--- config.mk ---
export PLATFORM = sky130hd
export DESIGN_NAME = iobuf_coh_agent
export DESIGN_NICKNAME = d
export VERILOG_FILES = /design/src/rtl/iobuf_coh_pkg.sv /design/src/rtl/iobuf_entry.sv /design/src/rtl/iobuf_pick.sv /design/src/rtl/iobuf_resp.sv /design/src/rtl/iobuf_coh_agent.sv
export SDC_FILE = /design/constraint.sdc
export NUM_CORES = 1
export LEC_CHECK = 0
export ABC_AREA = 1
export BUFFER_PORTS_ARGS = -buffer_cell sky130_fd_sc_hd__clkbuf_2
export CAP_MARGIN = 15
export CORE_ASPECT_RATIO = 0.6
export CORE_MARGIN = 2
export CORE_UTILIZATION = 30
export CTS_BUF_LIST = sky130_fd_sc_hd__clkbuf_8 sky130_fd_sc_hd__clkbuf_16
export DETAILED_ROUTE_END_ITERATION = 10
export GPL_TIMING_DRIVEN = 1
export PLACE_DENSITY = 0.52
export SYNTH_ARGS = -nofsm -noshare
export SYNTH_HDL_FRONTEND = slang
export SYNTH_SLANG_ARGS = --single-unit
export TNS_END_PERCENT = 30
--- constraint.sdc ---
create_clock -name clk -period 1.9 [get_ports clk]
set_input_delay 0.19 -clock clk [delete_from_list [all_inputs] [get_ports clk]]
set_output_delay 0.19 -clock clk [all_outputs]
set_load 0.05 [all_outputs]
--- src/rtl/iobuf_coh_pkg.sv ---
package iobuf_coh_pkg;

    parameter int ADDR_W    = 32;
    parameter int BLK_BYTES = 32;

    localparam int OFF_W = $clog2(BLK_BYTES);
    localparam int BLK_W = ADDR_W - OFF_W;

    typedef logic [ADDR_W-1:0] addr_t;
    typedef logic [BLK_W-1:0]  blk_t;

    // Per-entry coherence record.
    // valid    : block held and usable.
    // refetch  : block must be fetched again.
    // inflight : a re-read has been handed to the commander.
    // refetch with inflight set means the in-flight fill is already stale.
    typedef struct packed {
        logic valid;
        logic refetch;
        logic inflight;
        blk_t blk;
    } ent_t;

    typedef struct packed {
        logic vld;
        logic wr;
        blk_t blk;
    } snoop_t;

    function automatic blk_t blk_of(addr_t a);
        return a[ADDR_W-1:OFF_W];
    endfunction

    function automatic addr_t base_of(blk_t b);
        return {b, {OFF_W{1'b0}}};
    endfunction

    function automatic ent_t ent_free();
        ent_t e;
        e.valid    = 1'b0;
        e.refetch  = 1'b0;
        e.inflight = 1'b0;
        e.blk      = '0;
        return e;
    endfunction

    function automatic logic ent_tracked(ent_t e);
        return e.valid | e.refetch | e.inflight;
    endfunction

endpackage

--- src/rtl/iobuf_entry.sv ---
module iobuf_entry
    import iobuf_coh_pkg::*;
(
    input  logic   clk,
    input  logic   rst,
    input  snoop_t snp,
    input  logic   alloc_me,
    input  blk_t   alloc_blk,
    input  logic   release_me,
    input  logic   accept_me,
    input  logic   done_me,
    output ent_t   ent_q,
    output logic   rd_hit,
    output logic   need
);

    ent_t ent_d;
    logic blk_match;
    logic wr_hit;
    logic alloc_wr_clash;

    assign blk_match      = ent_q.blk == snp.blk;
    assign wr_hit         = snp.vld & snp.wr & ent_tracked(ent_q) & blk_match;
    assign alloc_wr_clash = snp.vld & snp.wr & (snp.blk == alloc_blk);
    assign rd_hit         = snp.vld & ~snp.wr & ent_q.valid & blk_match;
    assign need           = ent_q.refetch & ~ent_q.inflight;

    always_comb begin
        ent_d = ent_q;
        if (accept_me) begin
            ent_d.inflight = 1'b1;
            ent_d.refetch  = 1'b0;
        end
        if (done_me && ent_q.inflight) begin
            ent_d.inflight = 1'b0;
            ent_d.valid    = ~ent_q.refetch;
        end
        if (wr_hit) begin
            ent_d.valid   = 1'b0;
            ent_d.refetch = 1'b1;
        end
        if (alloc_me) begin
            ent_d.blk      = alloc_blk;
            ent_d.inflight = 1'b0;
            ent_d.valid    = ~alloc_wr_clash;
            ent_d.refetch  = alloc_wr_clash;
        end
        if (release_me) begin
            ent_d = ent_free();
        end
    end

    always_ff @(posedge clk) begin
        if (rst) begin
            ent_q <= ent_free();
        end else begin
            ent_q <= ent_d;
        end
    end

endmodule

--- src/rtl/iobuf_pick.sv ---
module iobuf_pick #(
    parameter int N     = 4,
    localparam int IDX_W = $clog2(N)
) (
    input  logic [N-1:0]     req,
    output logic             any,
    output logic [IDX_W-1:0] idx
);

    always_comb begin
        any = 1'b0;
        idx = '0;
        for (int i = N - 1; i >= 0; i--) begin
            if (req[i]) begin
                any = 1'b1;
                idx = IDX_W'(i);
            end
        end
    end

endmodule

--- src/rtl/iobuf_resp.sv ---
module iobuf_resp #(
    parameter int N = 4
) (
    input  logic         clk,
    input  logic         rst,
    input  logic [N-1:0] rd_hits,
    output logic         shared_q
);

    always_ff @(posedge clk) begin
        if (rst) begin
            shared_q <= 1'b0;
        end else begin
            shared_q <= |rd_hits;
        end
    end

endmodule

--- src/rtl/iobuf_coh_agent.sv ---
module iobuf_coh_agent
    import iobuf_coh_pkg::*;
#(
    parameter int NUM_ENTRIES = 4,
    localparam int IDX_W = $clog2(NUM_ENTRIES)
) (
    input  logic              clk,
    input  logic              rst,
    input  logic              snp_valid,
    input  logic              snp_write,
    input  logic [ADDR_W-1:0] snp_addr,
    output logic              snp_shared,
    input  logic              alloc_valid,
    input  logic [IDX_W-1:0]  alloc_idx,
    input  logic [ADDR_W-1:0] alloc_addr,
    input  logic              release_valid,
    input  logic [IDX_W-1:0]  release_idx,
    output logic              rd_req_valid,
    input  logic              rd_req_ready,
    output logic [ADDR_W-1:0] rd_req_addr,
    output logic [IDX_W-1:0]  rd_req_idx,
    input  logic              fill_done_valid,
    input  logic [IDX_W-1:0]  fill_done_idx
);

    snoop_t                 snp;
    ent_t                   ents [NUM_ENTRIES];
    logic [NUM_ENTRIES-1:0] rd_hits;
    logic [NUM_ENTRIES-1:0] need_vec;
    logic                   accept;
    blk_t                   alloc_blk;

    assign snp.vld   = snp_valid;
    assign snp.wr    = snp_write;
    assign snp.blk   = blk_of(snp_addr);
    assign alloc_blk = blk_of(alloc_addr);
    assign accept    = rd_req_valid & rd_req_ready;

    for (genvar g = 0; g < NUM_ENTRIES; g++) begin : g_ent
        iobuf_entry u_ent (
            .clk        (clk),
            .rst        (rst),
            .snp        (snp),
            .alloc_me   (alloc_valid && alloc_idx == IDX_W'(g)),
            .alloc_blk  (alloc_blk),
            .release_me (release_valid && release_idx == IDX_W'(g)),
            .accept_me  (accept && rd_req_idx == IDX_W'(g)),
            .done_me    (fill_done_valid && fill_done_idx == IDX_W'(g)),
            .ent_q      (ents[g]),
            .rd_hit     (rd_hits[g]),
            .need       (need_vec[g])
        );
    end

    iobuf_pick #(.N(NUM_ENTRIES)) u_pick (
        .req (need_vec),
        .any (rd_req_valid),
        .idx (rd_req_idx)
    );

    assign rd_req_addr = base_of(ents[rd_req_idx].blk);

    iobuf_resp #(.N(NUM_ENTRIES)) u_resp (
        .clk      (clk),
        .rst      (rst),
        .rd_hits  (rd_hits),
        .shared_q (snp_shared)
    );

endmodule

== After elaboration in Yosys (flattened, before gate mapping) ==
Cells that the tools add are included.

* Equality and inequality tests: 17
* $lt $le $gt $ge: 1
* Multiplexer cells: 31
* Bitwise logic cells: 43
* Reductions and logical operators: 41

{| class="wikitable"
|+ Operators by type and width
! cell !! count
|-
| $eq A27 B27 Y1 || 5
|-
| $mux W30 || 4
|-
| $bmux W30 S2 || 1
|-
| $mux W27 || 2
|-
| $and A1 B1 Y1 || 24
|-
| $mux W2 || 12
|-
| $reduce_bool A3 Y1 || 8
|-
| $logic_and A1 B1 Y1 || 20
|-
| $reduce_or A4 Y1 || 5
|-
| $eq A2 B2 Y1 const B || 8
|-
| $mux W1 || 12
|-
| $not A1 Y1 || 10
|-
| $eq A2 B1 Y1 const B || 4
|-
| $logic_not A2 Y1 || 4
|-
| $or A1 B1 Y1 || 8
|-
| $reduce_or A2 Y1 || 4
|-
| $ge A3 B3 Y1 const B || 1
|-
| $not A2 Y3 || 1
|}

* Register bits: 121

== Logic depth before layout (Yosys ltp) ==
* Depth in word-level cells: 11
* Mapped depth: 14

== Cells and area by module ==
Synthesis repeated with hierarchy kept, for this count alone.

* Cell total of the unflattened synthesis: 1,371
* Area total of the unflattened synthesis: 8,787.2 sq um

{| class="wikitable"
|+ By module, submodules not included
! module !! seq. area each (sq um) !! area an instance (sq um) !! cells each !! instances
|-
| iobuf_entry || 600.6 || 1,871.8 || 266 || 4
|-
| iobuf_coh_agent || 0.0 || 1,231.2 || 295 || 1
|-
| iobuf_pick || 0.0 || 36.3 || 8 || 1
|-
| iobuf_resp || 20.0 || 32.5 || 4 || 1
|}

== Worst setup path before layout ==
Ideal clock, no wire load.

* Path type: register -> output
* Start point: register g_ent[0].u_ent.ent_q[27] (netlist bit)
* End point: output rd_req_addr[23]
* Setup slack: -0.404 ns
* Data required time: 1.710 ns
* Arrival: 2.114 ns
* Stages on the path, launching flop included: 8
* Path buffers: 1
* Cell sequence: dfxtp_1 -> inv_1 -> nand2_2 -> nand2_1 -> nor2_4 -> nand2_2 -> buf_2 -> o221ai_1

* Word-level cells in the longest chain between the ends: 7

{| class="wikitable"
|+ Ends and longest elaborated chain
! what !! line !! RTL
|-
| start, declared || iobuf_entry.sv:12 || <nowiki>output ent_t ent_q,</nowiki>
|-
| start signal, assigned || iobuf_entry.sv:55 || <nowiki>ent_q <= ent_free();</nowiki>
|-
| start signal, assigned || iobuf_entry.sv:57 || <nowiki>ent_q <= ent_d;</nowiki>
|-
| $not A1 Y1 || iobuf_entry.sv:26 || <nowiki>assign need = ent_q.refetch & ~ent_q.inflight;</nowiki>
|-
| $and A1 B1 Y1 || iobuf_entry.sv:26 ||
|-
| $mux W2 || iobuf_pick.sv:14 || <nowiki>if (req[i]) begin</nowiki>
|-
| net rd_req_idx[1] || iobuf_coh_agent.sv:21 || <nowiki>output logic [IDX_W-1:0] rd_req_idx,</nowiki>
|-
| $not A2 Y3 (not written as such) || iobuf_coh_agent.sv:61 || <nowiki>assign rd_req_addr = base_of(ents[rd_req_idx].blk);</nowiki>
|-
| $bmux W30 S2 || iobuf_coh_agent.sv:61 ||
|-
| $mux W27 (not written as such) (2 in a row) || iobuf_coh_agent.sv:61 ||
|-
| end, declared || iobuf_coh_agent.sv:20 || <nowiki>output logic [ADDR_W-1:0] rd_req_addr,</nowiki>
|}

The timed path passes the listed nets, and every way through them passes these cells. The select of a mux whose other input is x is not followed.

== Final worst setup path ==
* Start point: register g_ent[3].u_ent.ent_q[28] (netlist bit)
* End point: output rd_req_addr[21]

* Word-level cells in the longest chain between the ends: 9

{| class="wikitable"
|+ Ends and longest elaborated chain
! what !! line
|-
| start, declared || iobuf_entry.sv:12
|-
| start signal, assigned || iobuf_entry.sv:55
|-
| start signal, assigned || iobuf_entry.sv:57
|-
| $and A1 B1 Y1 || iobuf_entry.sv:26
|-
| $mux W2 (4 in a row) || iobuf_pick.sv:14
|-
| $not A2 Y3 (not written as such) || iobuf_coh_agent.sv:61
|-
| $bmux W30 S2 || iobuf_coh_agent.sv:61
|-
| $mux W27 (not written as such) (2 in a row) || iobuf_coh_agent.sv:61
|}

Every way passes these cells. The select of a mux whose other input is x is not followed.

==> results.txt <==
* Vias in the first global route: 7042
- Routed wire per std cell: 18.9 um
- For this run the aggregate overflow at the end of global routing stands at 0.
- Hold crit path type: input port to register
* Type of destination of the critical path: output pin
* Die X: 203 um
* Cell depth of the worst flop-to-flop path: 10
- The run finished, with violations left.
* Pin count of the biggest net entering global routing: 45
- Number of cells traversed by the worst hold path: 3
* Initial DRC Count: 650
* Root buffer cell: sky130_fd_sc_hd__clkbuf_16
* Longest Clk Path Bufs: 2
* Detailed placement HPWL: 20000 um
- Placed cell count: 1448
- The repair_antennas step left the layout with diodes totalling 0.
* Clock transition time at the flip-flop clock pins of the worst setup and hold paths: 0.06 ns
* Arrival time worst endpoint: 1.99 ns
* Final critical-path share of the clock period: 115%
- The post-route netlist has 23.2% of its cells at a drive strength greater than 1.
* Average size of a mapped cell: 6.78 sq um
- The final layout contains 1237 nets.
- The startpoint identified for the worst hold timing path is snp_write.
- Core Area: 23200 sq um
- At the pin with the least slew margin, the transition time is 0.914 ns.
- Final Routed Wirelength: 28100 um
- Worst endpoint required time: 1.71 ns
- On the worst path, the slowest cell contributes a delay of 0.34 ns.
- The worst pin sits at a relative slew slack of 39.0%.
- Crit Path Max Fanout: 11
* Non-filler instance count after layout: 1487
- Number of sinks handled by clock tree synthesis: 121
- Vias: 7409
- Hold repair after CTS inserted 0 buffers.
* Leakage Power: 3.92 nW
- Yosys printed 0 warnings.
* Category of the most critical setup path: register to output pin
- The H-tree was split into 4 levels.
- The first detailed-routing pass ran for 5 iterations.
- Timing startpoint of the critical path: g_ent[3].u_ent.ent_q[28]
- The routed design could run at a clock period as short as 2.18 ns.
- The floorplan has 43 rows.
* Antenna Violating Nets Remaining: 0
- Post-route DRC: 0
- The floorplan step set the die height to 123 um.
- Once the floorplan was initialized, standard cells occupied 30.7% of the core.
- Synthesis produced 1050 cells.
- The worst register-to-register path begins at g_ent[2].u_ent.ent_q[21].
- Final hold vios: 0
- Max Cap Viol: 0
- Detail-routed via count per cell: 4.98
* Violations in the final reports: negative setup slack
* Cell repeated most along the worst path: sky130_fd_sc_hd__inv_2
- The max-slew violation count is 0.
- Final setup fails: 27
- Number of different library cells in the post-synthesis netlist: 37
* Most common library cell in the layout ignoring fill and taps: sky130_fd_sc_hd__nand2_1
* Worst vdd ir: 710 uV
- Mapped Area: 7120 sq um
* Power density cells: 855 nW/um^2
- Buffers inserted during clock tree synthesis total 17.
- The library cells used most frequently in the layout, excluding fill and tap cells, are 196 x sky130_fd_sc_hd__nand2_1, 116 x sky130_fd_sc_hd__dfxtp_1, 110 x sky130_fd_sc_hd__nor2_1.
* Die outline area: 25000 sq um
* Final core utilization: 42.0%
* Clk_skew: 0.00736 ns
- At the later pin of the worst-skew pair, clock insertion delay measures 0.43 ns.
- The number of antenna violations at the first check in global routing came to 0.
- Summing the sequential cell areas from Yosys gives 34.0% of the chip area.
- Nature of the critical path startpoint: register
- Sum of internal, switching and leakage power: 8.34 mW
* Setup repair after global routing missed its margin: true
* Maximum clock frequency: 459 MHz
- Number of storage elements in the synthesis netlist: 121
- Final setup slack of the worst path: -0.281 ns
* Top Ports: 114
* CP max-delay cell: sky130_fd_sc_hd__dfxtp_2
- Fill cell instance count of the final layout: 2383
- Critical path, cell by cell: inv_2 > o21ai_2 > inv_2 > nor2_4 > nand2_4 > buf_12 > o221ai_4 > buf_8
- Compared with the post-synthesis result, the final layout area differs by 37.0%.
- TritonCTS built the clock tree.
- Routability-driven placement finished with a final weighted congestion of 0.831.
* Count of input and output buffers: 98
- Total Routing Usage GR: 22.8%
- Global-route wire length before repair: 42100 um
[per-layer routing]
layer | vias to the layer above | wire length (um) | track usage, %
met2 | 268 | 11400 | 32.2
met3 | 18 | 2060 | 4.43
met1 | 3493 | 14400 | 35.2
met5 | - | 0 | 0
met4 | 0 | 197 | 4.65
li1 | 3630 | - | -
[cells in the mapped netlist, drive strengths merged]
cell       n  area share, %
nor3       7           0.95
o22ai      2           0.18
nand3b     1           0.11
a2111oi    1           0.12
dfxtp    121             34
a21oi     98            6.9
inv      114            6.0
nor4       6           0.62
nand2    203             11
o211ai     5           0.53
nor3b      1           0.11
a31oi      3           0.26
nand4     20            1.8
o21ai    126            8.9
nor2     112            6.0
conb       1          0.053
xnor2     87             11
clkbuf    29            1.6
buf       45            3.7
or2        3           0.26
nand3     30            2.1
and2       1          0.088
o221ai    27            3.3
xor2       7           0.86
[critical path, delay by kind of cell (launching register included)]
kind / cells / cell delay (ns)
buffers and inverters: 4 / 0.49
AO/OA/AOI/OAI: 2 / 0.36
AND/OR/NAND/NOR: 2 / 0.36
flip-flops: 1 / 0.34
[where the power goes]
group	switching (mW)	internal (mW)	leakage (nW)	total [mW]
Sequential	0.0993	2.65	0.989	2.75
Clock	1.35	2.24	0.298	3.58
Combinational	1.22	0.786	2.63	2.00
Total	2.66	5.67	3.92	8.34
[logic make-up (layout without fill, tap and decap cells)]
group                  Yosys count  in the layout  share of synthesized area, %
AO/OA/AOI/OAI                  262            262                          20.2
buffers and inverters          188            306                          11.3
flip-flops                     121            121                          34.0
other                            1              5                        0.0527
XOR/XNOR                        94             94                          11.6
AND/OR/NAND/NOR                384            384                          22.9
[final cells by class]
| class | count | area, sq um | area share (%) |
|---|---|---|---|
| tap | 315 | 394 | 4.04 |
| clock buffer | 18 | 439 | 4.50 |
| inverter | 114 | 430 | 4.41 |
| sequential | 121 | 2430 | 24.9 |
| clock inverter | 14 | 199 | 2.04 |
| timing repair buffer | 160 | 1420 | 14.6 |
| multi-input combinational | 745 | 4440 | 45.5 |
[per-stage QoR]
step	area, sq um	setup slack (ns)	TNS [ns]	hold slack (ns)
detailed placement	8470	-0.0760	-0.414	0.475
CTS	9520	-0.288	-7.26	0.0647
finish	9750	-0.281	-6.71	0.0725
global placement	8470	-0.0369	-0.110	0.470
global route	9750	-0.376	-8.95	0.0820
floorplan	7340	-0.207	-2.97	0.325
[what timing repair did]
| item | 4_1_cts | 5_1_grt |
|---|---|---|
| endpoints found under the setup margin | 29 | 28 |
| gates resized for setup | 102 | 60 |
| setup buffers | 5 | 2 |
| pin swaps | 11 | 14 |
| endpoints found under the hold margin | 0 | 0 |
[worst paths after layout]
| kind | slack, ns | to |
|---|---|---|
| min | 0.07 | u_resp.shared_q |
| max | -0.28 | rd_req_addr[21] |
| max reg2reg | 0.19 | g_ent[2].u_ent.ent_q[29] |
| min reg2reg | 0.49 | g_ent[0].u_ent.ent_q[1] |
[sequential cells by signal, summed over array words and instances, names as in the netlist]
signal and cells:
g_ent.u_ent.ent_q 120, u_resp.shared_q 1
Power figures use the tool's default switching activity.
